File: src/rtl/ctrl_pkg.sv
package ctrl_pkg;
  localparam int NDRV = 6;
  localparam int NLD  = 6;

  // bus driver bit positions
  localparam int DRV_PC   = 0;
  localparam int DRV_MDR  = 1;
  localparam int DRV_Z    = 2;
  localparam int DRV_SRC  = 3;
  localparam int DRV_DST  = 4;
  localparam int DRV_ADDR = 5;

  // load enable bit positions
  localparam int LD_PC  = 0;
  localparam int LD_MAR = 1;
  localparam int LD_IR  = 2;
  localparam int LD_Y   = 3;
  localparam int LD_Z   = 4;
  localparam int LD_DST = 5;

  typedef enum logic [1:0] {
    ALU_NONE = 2'd0,
    ALU_ADD  = 2'd1,
    ALU_INC  = 2'd2
  } aluOp_e;

  typedef struct packed {
    logic [NDRV-1:0] drv;
    logic [NLD-1:0]  load;
    logic            memRead;
    aluOp_e          alu;
    logic            hold;
    logic            stepEnd;
  } strobes_t;
endpackage

File: src/rtl/step_counter.sv
module step_counter #(
  parameter int STEPW = 3
) (
  input  logic             clk,
  input  logic             rst,
  input  logic             hold,
  input  logic             stepEnd,
  output logic [STEPW-1:0] step
);
  localparam logic [STEPW-1:0] FIRST_STEP = STEPW'(1);
  localparam logic [STEPW-1:0] LAST_STEP  = STEPW'(6);

  always_ff @(posedge clk) begin
    if (rst)          step <= FIRST_STEP;
    else if (stepEnd) step <= FIRST_STEP;
    else if (!hold)   step <= step + STEPW'(1);
  end

  AST_HOLD_FREEZES: assert property (@(posedge clk) disable iff (rst)
    hold && !stepEnd |=> $stable(step));
  AST_END_RESTARTS: assert property (@(posedge clk) disable iff (rst)
    stepEnd |=> step == FIRST_STEP);
  AST_STEP_RANGE: assert property (@(posedge clk) disable iff (rst)
    step >= FIRST_STEP && step <= LAST_STEP);
endmodule

File: src/rtl/step_decoder.sv
module step_decoder
  import ctrl_pkg::*;
#(
  parameter int              OPW    = 4,
  parameter int              STEPW  = 3,
  parameter logic [OPW-1:0]  OP_MOV = OPW'(1),
  parameter logic [OPW-1:0]  OP_ADD = OPW'(2),
  parameter logic [OPW-1:0]  OP_LDD = OPW'(3)
) (
  input  logic             clk,
  input  logic             rst,
  input  logic [STEPW-1:0] step,
  input  logic [OPW-1:0]   opcode,
  input  logic             memReady,
  output strobes_t         st
);
  localparam logic [STEPW-1:0] S_ISSUE  = STEPW'(1);
  localparam logic [STEPW-1:0] S_PCWAIT = STEPW'(2);
  localparam logic [STEPW-1:0] S_IRLOAD = STEPW'(3);
  localparam logic [STEPW-1:0] S_EXEC0  = STEPW'(4);

  logic [STEPW-1:0] execIdx;
  assign execIdx = step - S_EXEC0;

  always_comb begin
    st = '0;
    if (step == S_ISSUE) begin
      st.drv[DRV_PC]  = 1'b1;
      st.load[LD_MAR] = 1'b1;
      st.load[LD_Z]   = 1'b1;
      st.memRead      = 1'b1;
      st.alu          = ALU_INC;
    end else if (step == S_PCWAIT) begin
      st.drv[DRV_Z]   = 1'b1;
      st.load[LD_PC]  = 1'b1;
      st.hold         = !memReady;
    end else if (step == S_IRLOAD) begin
      st.drv[DRV_MDR] = 1'b1;
      st.load[LD_IR]  = 1'b1;
    end else if (opcode == OP_MOV) begin
      st.drv[DRV_SRC]  = 1'b1;
      st.load[LD_DST]  = 1'b1;
      st.stepEnd       = 1'b1;
    end else if (opcode == OP_ADD) begin
      case (execIdx)
        STEPW'(0): begin
          st.drv[DRV_DST] = 1'b1;
          st.load[LD_Y]   = 1'b1;
        end
        STEPW'(1): begin
          st.drv[DRV_SRC] = 1'b1;
          st.load[LD_Z]   = 1'b1;
          st.alu          = ALU_ADD;
        end
        default: begin
          st.drv[DRV_Z]   = 1'b1;
          st.load[LD_DST] = 1'b1;
          st.stepEnd      = 1'b1;
        end
      endcase
    end else if (opcode == OP_LDD) begin
      case (execIdx)
        STEPW'(0): begin
          st.drv[DRV_ADDR] = 1'b1;
          st.load[LD_MAR]  = 1'b1;
          st.memRead       = 1'b1;
        end
        STEPW'(1): st.hold = !memReady;
        default: begin
          st.drv[DRV_MDR] = 1'b1;
          st.load[LD_DST] = 1'b1;
          st.stepEnd      = 1'b1;
        end
      endcase
    end else begin
      st.stepEnd = 1'b1;
    end
  end

  AST_BUS_ONEHOT: assert property (@(posedge clk) disable iff (rst)
    $onehot0(st.drv));
  AST_READ_ADDR: assert property (@(posedge clk) disable iff (rst)
    st.memRead |-> st.load[LD_MAR]);
  AST_HOLD_NOT_END: assert property (@(posedge clk) disable iff (rst)
    st.hold |-> !st.stepEnd && !memReady);
endmodule

File: src/rtl/bus_seq_top.sv
module bus_seq_top
  import ctrl_pkg::*;
#(
  parameter int OPW   = 4,
  parameter int STEPW = 3
) (
  input  logic             clk,
  input  logic             rst,
  input  logic [OPW-1:0]   opcode,
  input  logic             memReady,
  output logic [5:0]       busDrv,
  output logic [5:0]       loadEn,
  output logic             memRead,
  output logic [1:0]       aluOp,
  output logic             waitMem,
  output logic             stepEnd,
  output logic [STEPW-1:0] curStep
);
  strobes_t rawSt;
  strobes_t outSt;
  logic [STEPW-1:0] step;

  step_counter #(.STEPW(STEPW)) u_counter (
    .clk(clk), .rst(rst), .hold(rawSt.hold), .stepEnd(rawSt.stepEnd), .step(step)
  );

  step_decoder #(.OPW(OPW), .STEPW(STEPW)) u_decoder (
    .clk(clk), .rst(rst), .step(step), .opcode(opcode),
    .memReady(memReady), .st(rawSt)
  );

  assign outSt   = rst ? '0 : rawSt;
  assign busDrv  = outSt.drv;
  assign loadEn  = outSt.load;
  assign memRead = outSt.memRead;
  assign aluOp   = outSt.alu;
  assign waitMem = outSt.hold;
  assign stepEnd = outSt.stepEnd;
  assign curStep = step;

  AST_RESET_QUIET: assert property (@(posedge clk)
    rst |-> (busDrv == '0 && loadEn == '0 && !memRead && !stepEnd));
endmodule

File: config.mk
export PLATFORM = sky130hd
export DESIGN_NAME = bus_seq_top
export DESIGN_NICKNAME = d
export VERILOG_FILES = /design/src/rtl/ctrl_pkg.sv /design/src/rtl/step_counter.sv /design/src/rtl/step_decoder.sv /design/src/rtl/bus_seq_top.sv
export SDC_FILE = /design/constraint.sdc
export NUM_CORES = 1
export LEC_CHECK = 0
export BUFFER_PORTS_ARGS = -buffer_cell sky130_fd_sc_hd__clkbuf_2
export CORE_MARGIN = 1.5
export CORE_UTILIZATION = 30
export DETAILED_ROUTE_END_ITERATION = 8
export GPL_TIMING_DRIVEN = 1
export SLEW_MARGIN = 25
export SYNTH_ARGS = -nofsm -noshare
export SYNTH_HDL_FRONTEND = slang
export SYNTH_SLANG_ARGS = --single-unit
export TNS_END_PERCENT = 5
File: constraint.sdc
create_clock -name clk -period 2.5 [get_ports clk]
set_clock_uncertainty 0.1 [all_clocks]
set_input_delay 0.25 -clock clk [delete_from_list [all_inputs] [get_ports clk]]
set_output_delay 0.25 -clock clk [all_outputs]
set_load 0.01 [all_outputs]
==> results.txt, run 1 <==
status: complete, no violations
routed wire length: 1.23 mm
largest delay contributor family on the critical path: simple AND/OR/NAND/NOR gates
synthesis-to-layout area growth: 30.4%
Inst Count DP: 102
mapped cell area: 482 um2
via density per instance: 5.06
Pwr Total: 0.621 mW
Int Power: 0.318 mW
ys async rst share: 0%
post-CTS setup buffer count: 0
core box area: 1510 um2
total CTS buffers: 3
Synth top cells by count: inv_1 (6), nor2_1 (6), nor3_1 (6), o21ai_0 (6), ha_1 (5)
switching power: 0.303 mW
Pleak: 0.298 nW
largest net degree at the start of global routing: 13
pre-CTS setup slack: 0.303 ns
# fillers: 164
PwrDens: 988 nW/um2
critical path buffer and inverter count: 1
Non-Filler Instances: 106
port buffer count: 26
number of synthesized register bits: 3
clock latency on the worst-skew pair: 0.23 ns
global route total overflow: 0
Worst Tran Pin Value: 0.461 ns
Fin. Hold Viols: 0
Yosys top cell by area: ha_1
Post-route DRC: 0
antenna-violating nets left: 0
critical path arrival: 2.02 ns
DR WL/cell: 11.6 um
setup ws final: 0.125 ns
1st-iter DRT viols: 5
maximum VDD drop: 0.416 mV
biggest regs: u_counter.step x3
Critical Path End Type: primary output
CTS tree: yes
reg2reg start: u_counter.step[0]$_SDFFE_PP1N_
# clock sinks: 3
Top FF cell, synth: dfxtp_1
CTS clk-pin slew, worst paths: 0.04 ns
WP data required: 2.15 ns
endpoints failing setup: 0
row count: 14
Yosys top cell area share: 13.0%
GRT Overall Usage: 12.3%
vias in the first global route: 403
power share of the clock group: 14.1%
Logic pwr share: 69.7%
first-pass GRT wire length: 1.76 mm
Slowest Stage Delay on Critical Path: 0.43 ns
crit path from: u_counter.step[0]$_SDFFE_PP1N_
Post-DP HPWL: 910 um
GP Congestion: 0.771
net count after synthesis: 77
Post-Route Utilization: 41.7%
crit-path cells: ha_1, ha_4, nor3_4, nand3_1, or4_4, o21ai_0, clkbuf_2
Clock Tree Buf Depth: 2
minimum clock period: 2.37 ns
leading post-synthesis cells by cell area: ha_1 (13%), dfxtp_1 (12%), nor3_1 (6.2%)
Root Buffer: clkbuf_4
share of layout cells above drive strength 1: 41.1%
Setup Total Neg Slack: 0 ns
vias: 536
initial antenna violation count: 0
io pins: 27
ANT cells: 0
crit path kind: flop to primary output
Die Y: 43.1 um
sequential share of power: 16.3%
Hold Crit Class: input port to flop
Multi-input gate area: 367 um2
Max-slew headroom: 69.2%
number of synthesis warnings: 0
Max H-tree Level: 1
EDFF count, synth: 0
RSZ-0062 raised after global routing: false
Slowest-stage cell, CP: or4_4
die width: 43.1 um
register area share after synthesis: 12.5%
HP Start: rst
Final #Nets: 103
Cells after Synth: 65
switch share: 48.8%
Worst Path Max Fanout: 6
die area: 1860 um2
Slew Viols, Final: 0
max cap viols: 0
Sequential cell area: 62.6 um2
largest register by flop count: u_counter.step
Largest register FFs: 3
CP Launch Type: flop
Starting Density: 32.0%
syn avg cell area: 7.41 um2
post-synth cell types: 30
final period utilization: 95.0%
DR pass1 iterations: 4
max frequency: 421 MHz
## worst paths after layout
path / end / depth (start not counted) / slack (ns)
max reg2reg: u_counter.step[2]$_SDFFE_PP0N_ / 6 / 0.68
min reg2reg: u_counter.step[0]$_SDFFE_PP1N_ / 2 / 0.51
max: loadEn[4] / 7 / 0.13
min: u_counter.step[2]$_SDFFE_PP0N_ / 2 / 0.26
## per-stage QoR
stage | hold WS (ns) | cell area (um2)
finish | 0.258 | 628
CTS | 0.254 | 613
floorplan | 0.318 | 482
global route | 0.283 | 628
detailed placement | 0.502 | 587
global placement | 0.504 | 587
## area by class of cell
class / count / share of cell area [%]
multi-input cells: 51 / 58.4
repair buffers: 26 / 20.7
flip-flops and latches: 3 / 9.96
clock buffers: 4 / 4.18
inverters: 6 / 3.59
well taps: 16 / 3.19
## timing repair
| item | in CTS | in global routing |
|---|---|---|
| resized for setup | 0 | 5 |
| endpoints found under the setup margin | 0 | 4 |
| hold buffers | 0 | 0 |
## cell families after synthesis
group	share of synthesized area, %
and+or+nand+nor	35.1
DFF	12.5
adders and majority gates	13.0
buffers and inverters	14.0
AOI/OAI and AO/OA	25.5
## per-layer routing
layer | routed length, um | up-vias | GRT usage [%]
met1 | 606 | 235 | 17.9
met3 | 73 | 0 | 2.55
met4 | 0 | 0 | 3.64
met5 | 0 | - | 0
met2 | 545 | 18 | 17.9
li1 | - | 283 | -
## placed cells by master (no fill, tap or decap), types with 2 or more instances in the layout
master / count
clkbuf_2: 26
inv_1: 6
nor3_1: 6
nor2_1: 6
o21ai_0: 5
ha_1: 4
nand2_1: 3
clkbuf_4: 3
nand2b_1: 2
nand3_1: 2
o21a_1: 2
a211oi_1: 2
dfxtp_2: 2
## power by group through the flow
stage                     sequential (mW)  combinational, mW  clock (mW)
after global routing                0.105              0.479      0.0943
final                               0.101              0.432      0.0872
after detailed placement           0.0969              0.409           0
after CTS                          0.0970              0.409      0.0910
after floorplan                     0.102              0.317           0
after global placement             0.0963              0.410           0
Power figures use the tool's default switching activity.
==> inputs of run 2 (changes only) <==
CORE_AREA = 2 2 39 41   (was unset)
CORE_MARGIN = unset   (was 1.5)
CORE_UTILIZATION = unset   (was 30)
DIE_AREA = 0 0 41 43   (was unset)
PLACE_DENSITY = 0.68   (was unset)
==> results.txt, run 2 (same netlist as run 1, synthesis figures left out) <==
biggest regs: u_counter.step x3
1st-iter DRT viols: 21 (+16)
Post-DP HPWL: 955 um (+4.9%)
total CTS buffers: 3 (unchanged)
Starting Density: 34.8% (+2.8 points)
vias in the first global route: 444 (+10%)
WP data required: 2.15 ns (about the same)
ANT cells: 0 (unchanged)
pre-CTS setup slack: 0.293 ns (-0.0102 ns)
CTS tree: yes
PwrDens: 971 nW/um2 (-1.8%)
synthesis-to-layout area growth: 33.0%
metal2 WL: 589 um (+8.1%)
setup ws final: 0.138 ns (+0.0130 ns)
Post-Route Utilization: 46.3% (+4.6 points)
FF-to-FF setup slack: 0.65 ns (-0.03 ns)
hold_buf cts: 0 (unchanged)
Setup Total Neg Slack: 0 ns (unchanged)
Final #Nets: 104 (+0.97%)
Max-slew headroom: 69.4% (+0.17 points)
Largest register FFs: 3 (unchanged)
largest register by flop count: u_counter.step
DR WL/cell: 11.4 um (-1.3%)
Worst Path Max Fanout: 6 (unchanged)
first-pass GRT wire length: 1.87 mm (+6.3%)
Max H-tree Level: 1 (unchanged)
Die Y: 43 um (-0.16%)
most frequent cells in the layout: clkbuf_2 (25), inv_1 (6), nor3_1 (6), nor2_1 (6), o21ai_0 (5)
max frequency: 423 MHz (+0.55%)
maximum VDD drop: 0.471 mV (+13%)
via density per instance: 5.30 (+4.8%)
share of layout cells above drive strength 1: 42.9% (+1.7 points)
GP Congestion: 0.807 (+4.6%)
Final Hold Slack: 0.266 ns (+0.00859 ns)
HP Start: rst
DP Area: 587 um2 (unchanged)
minimum clock period: 2.36 ns (-0.0130 ns)
global route total overflow: 0 (unchanged)
most common cell after layout, fill and taps aside: clkbuf_2
Setup crit end: busDrv[3]
port buffer count: 26 (unchanged)
DR pass1 iterations: 4 (unchanged)
Pleak: 0.304 nW (+1.9%)
largest net degree at the start of global routing: 13 (unchanged)
initial antenna violation count: 0 (unchanged)
GRT Overall Usage: 15.2% (+3.0 points)
final period utilization: 94.5% (-0.52 points)
Slowest Stage Delay on Critical Path: 0.43 ns (about the same)
routed wire length: 1.22 mm (-0.33%)
Root Buffer: clkbuf_4
core box area: 1380 um2 (-8.1%)
vias: 567 (+5.8%)
RSZ-0062 raised after global routing: false
io pins: 27 (unchanged)
Hold Crit Class: input port to flop
Clock Tree Buf Depth: 2 (unchanged)
Slew Viols, Final: 0 (unchanged)
crit path from: u_counter.step[0]$_SDFFE_PP1N_
die area: 1760 um2 (-5.0%)
Critical Path End Type: primary output
antenna-violating nets left: 0 (unchanged)
die width: 41 um (-4.8%)
status: complete, no violations
Worst R2R End: u_counter.step[2]$_SDFFE_PP0N_
endpoints failing setup: 0 (unchanged)
crit path kind: flop to primary output
Post-route DRC: 0 (unchanged)
max cap viols: 0 (unchanged)
Fin. Hold Viols: 0 (unchanged)
Worst R2R Path Depth: 6 (unchanged)
crit-path cells: ha_1, ha_4, nor3_4, nand3_2, or4_4, o21ai_0, clkbuf_2
reg2reg start: u_counter.step[0]$_SDFFE_PP1N_
met3 routed WL: 98 um (+34%)
Max Used Layer: met4
Metal-1 WL: 520 um (-14%)
# clock sinks: 3 (unchanged)
CTS clk-pin slew, worst paths: 0.04 ns (about the same)
design area: 641 um2 (+2.0%)
row count: 14 (unchanged)
clock latency on the worst-skew pair: 0.24 ns (about the same)
critical path arrival: 2.01 ns (about the same)
Worst Tran Pin Value: 0.459 ns (-0.00254 ns)
Slowest-stage cell, CP: or4_4
CP Launch Type: flop
[run 2: changes by cell type in the layout (fill, tap and decap cells not counted), sizes merged]
| cell | before | now |
|---|---|---|
| clkbuf | 30 | 29 |
| buf | 0 | 2 |
[run 2: critical path, delay by kind of cell (launching register included)]
family          cells  cell delay, ns
buf+inv             1            0.15
flops               1            0.34
fa+ha+maj           2            0.42
compound gates      1            0.08
simple gates        3            0.78
[run 2: metal layers]
metal,track usage [%],vias up
met5,0,-
met4,4.00,0
met3,6.28,2
met2,22.2,27
met1,20.1,255
li1,-,283
[run 2: final cells by class]
type,count,area (um2)
multi-input combinational,51,372
sequential,3,62.6
tap,16,20.0
timing repair buffer,27,138
fill,145,743
inverter,6,22.5
clock buffer,4,26.3
[run 2: worst min-delay path by stage]
stage               slack (ns)                             end  cells after the start
floorplan                 0.32  u_counter.step[0]$_SDFFE_PP1N_                      2
global placement          0.49  u_counter.step[2]$_SDFFE_PP0N_                      2
global route              0.28  u_counter.step[0]$_SDFFE_PP1N_                      3
finish                    0.27  u_counter.step[2]$_SDFFE_PP0N_                      2
detailed placement        0.50  u_counter.step[2]$_SDFFE_PP0N_                      2
CTS                       0.25  u_counter.step[2]$_SDFFE_PP0N_                      2
[run 2: power breakdown]
part / internal, mW / switching [mW]
Clock: 0.0599 / 0.0270
Combinational: 0.190 / 0.244
Sequential: 0.0716 / 0.0295
Total: 0.321 / 0.301
[run 2: metrics by stage]
stage,cells,power [mW]
after floorplan,65,0.418
after global placement,102,0.503
after detailed placement,102,0.509
after CTS,106,0.601
after global routing,107,0.695
final,107,0.622
[run 2: repair_timing]
action / in CTS / in global routing
gates resized for setup: 0 / 7
buffers inserted: 0 / 1
endpoints found under the setup margin: 0 / 6
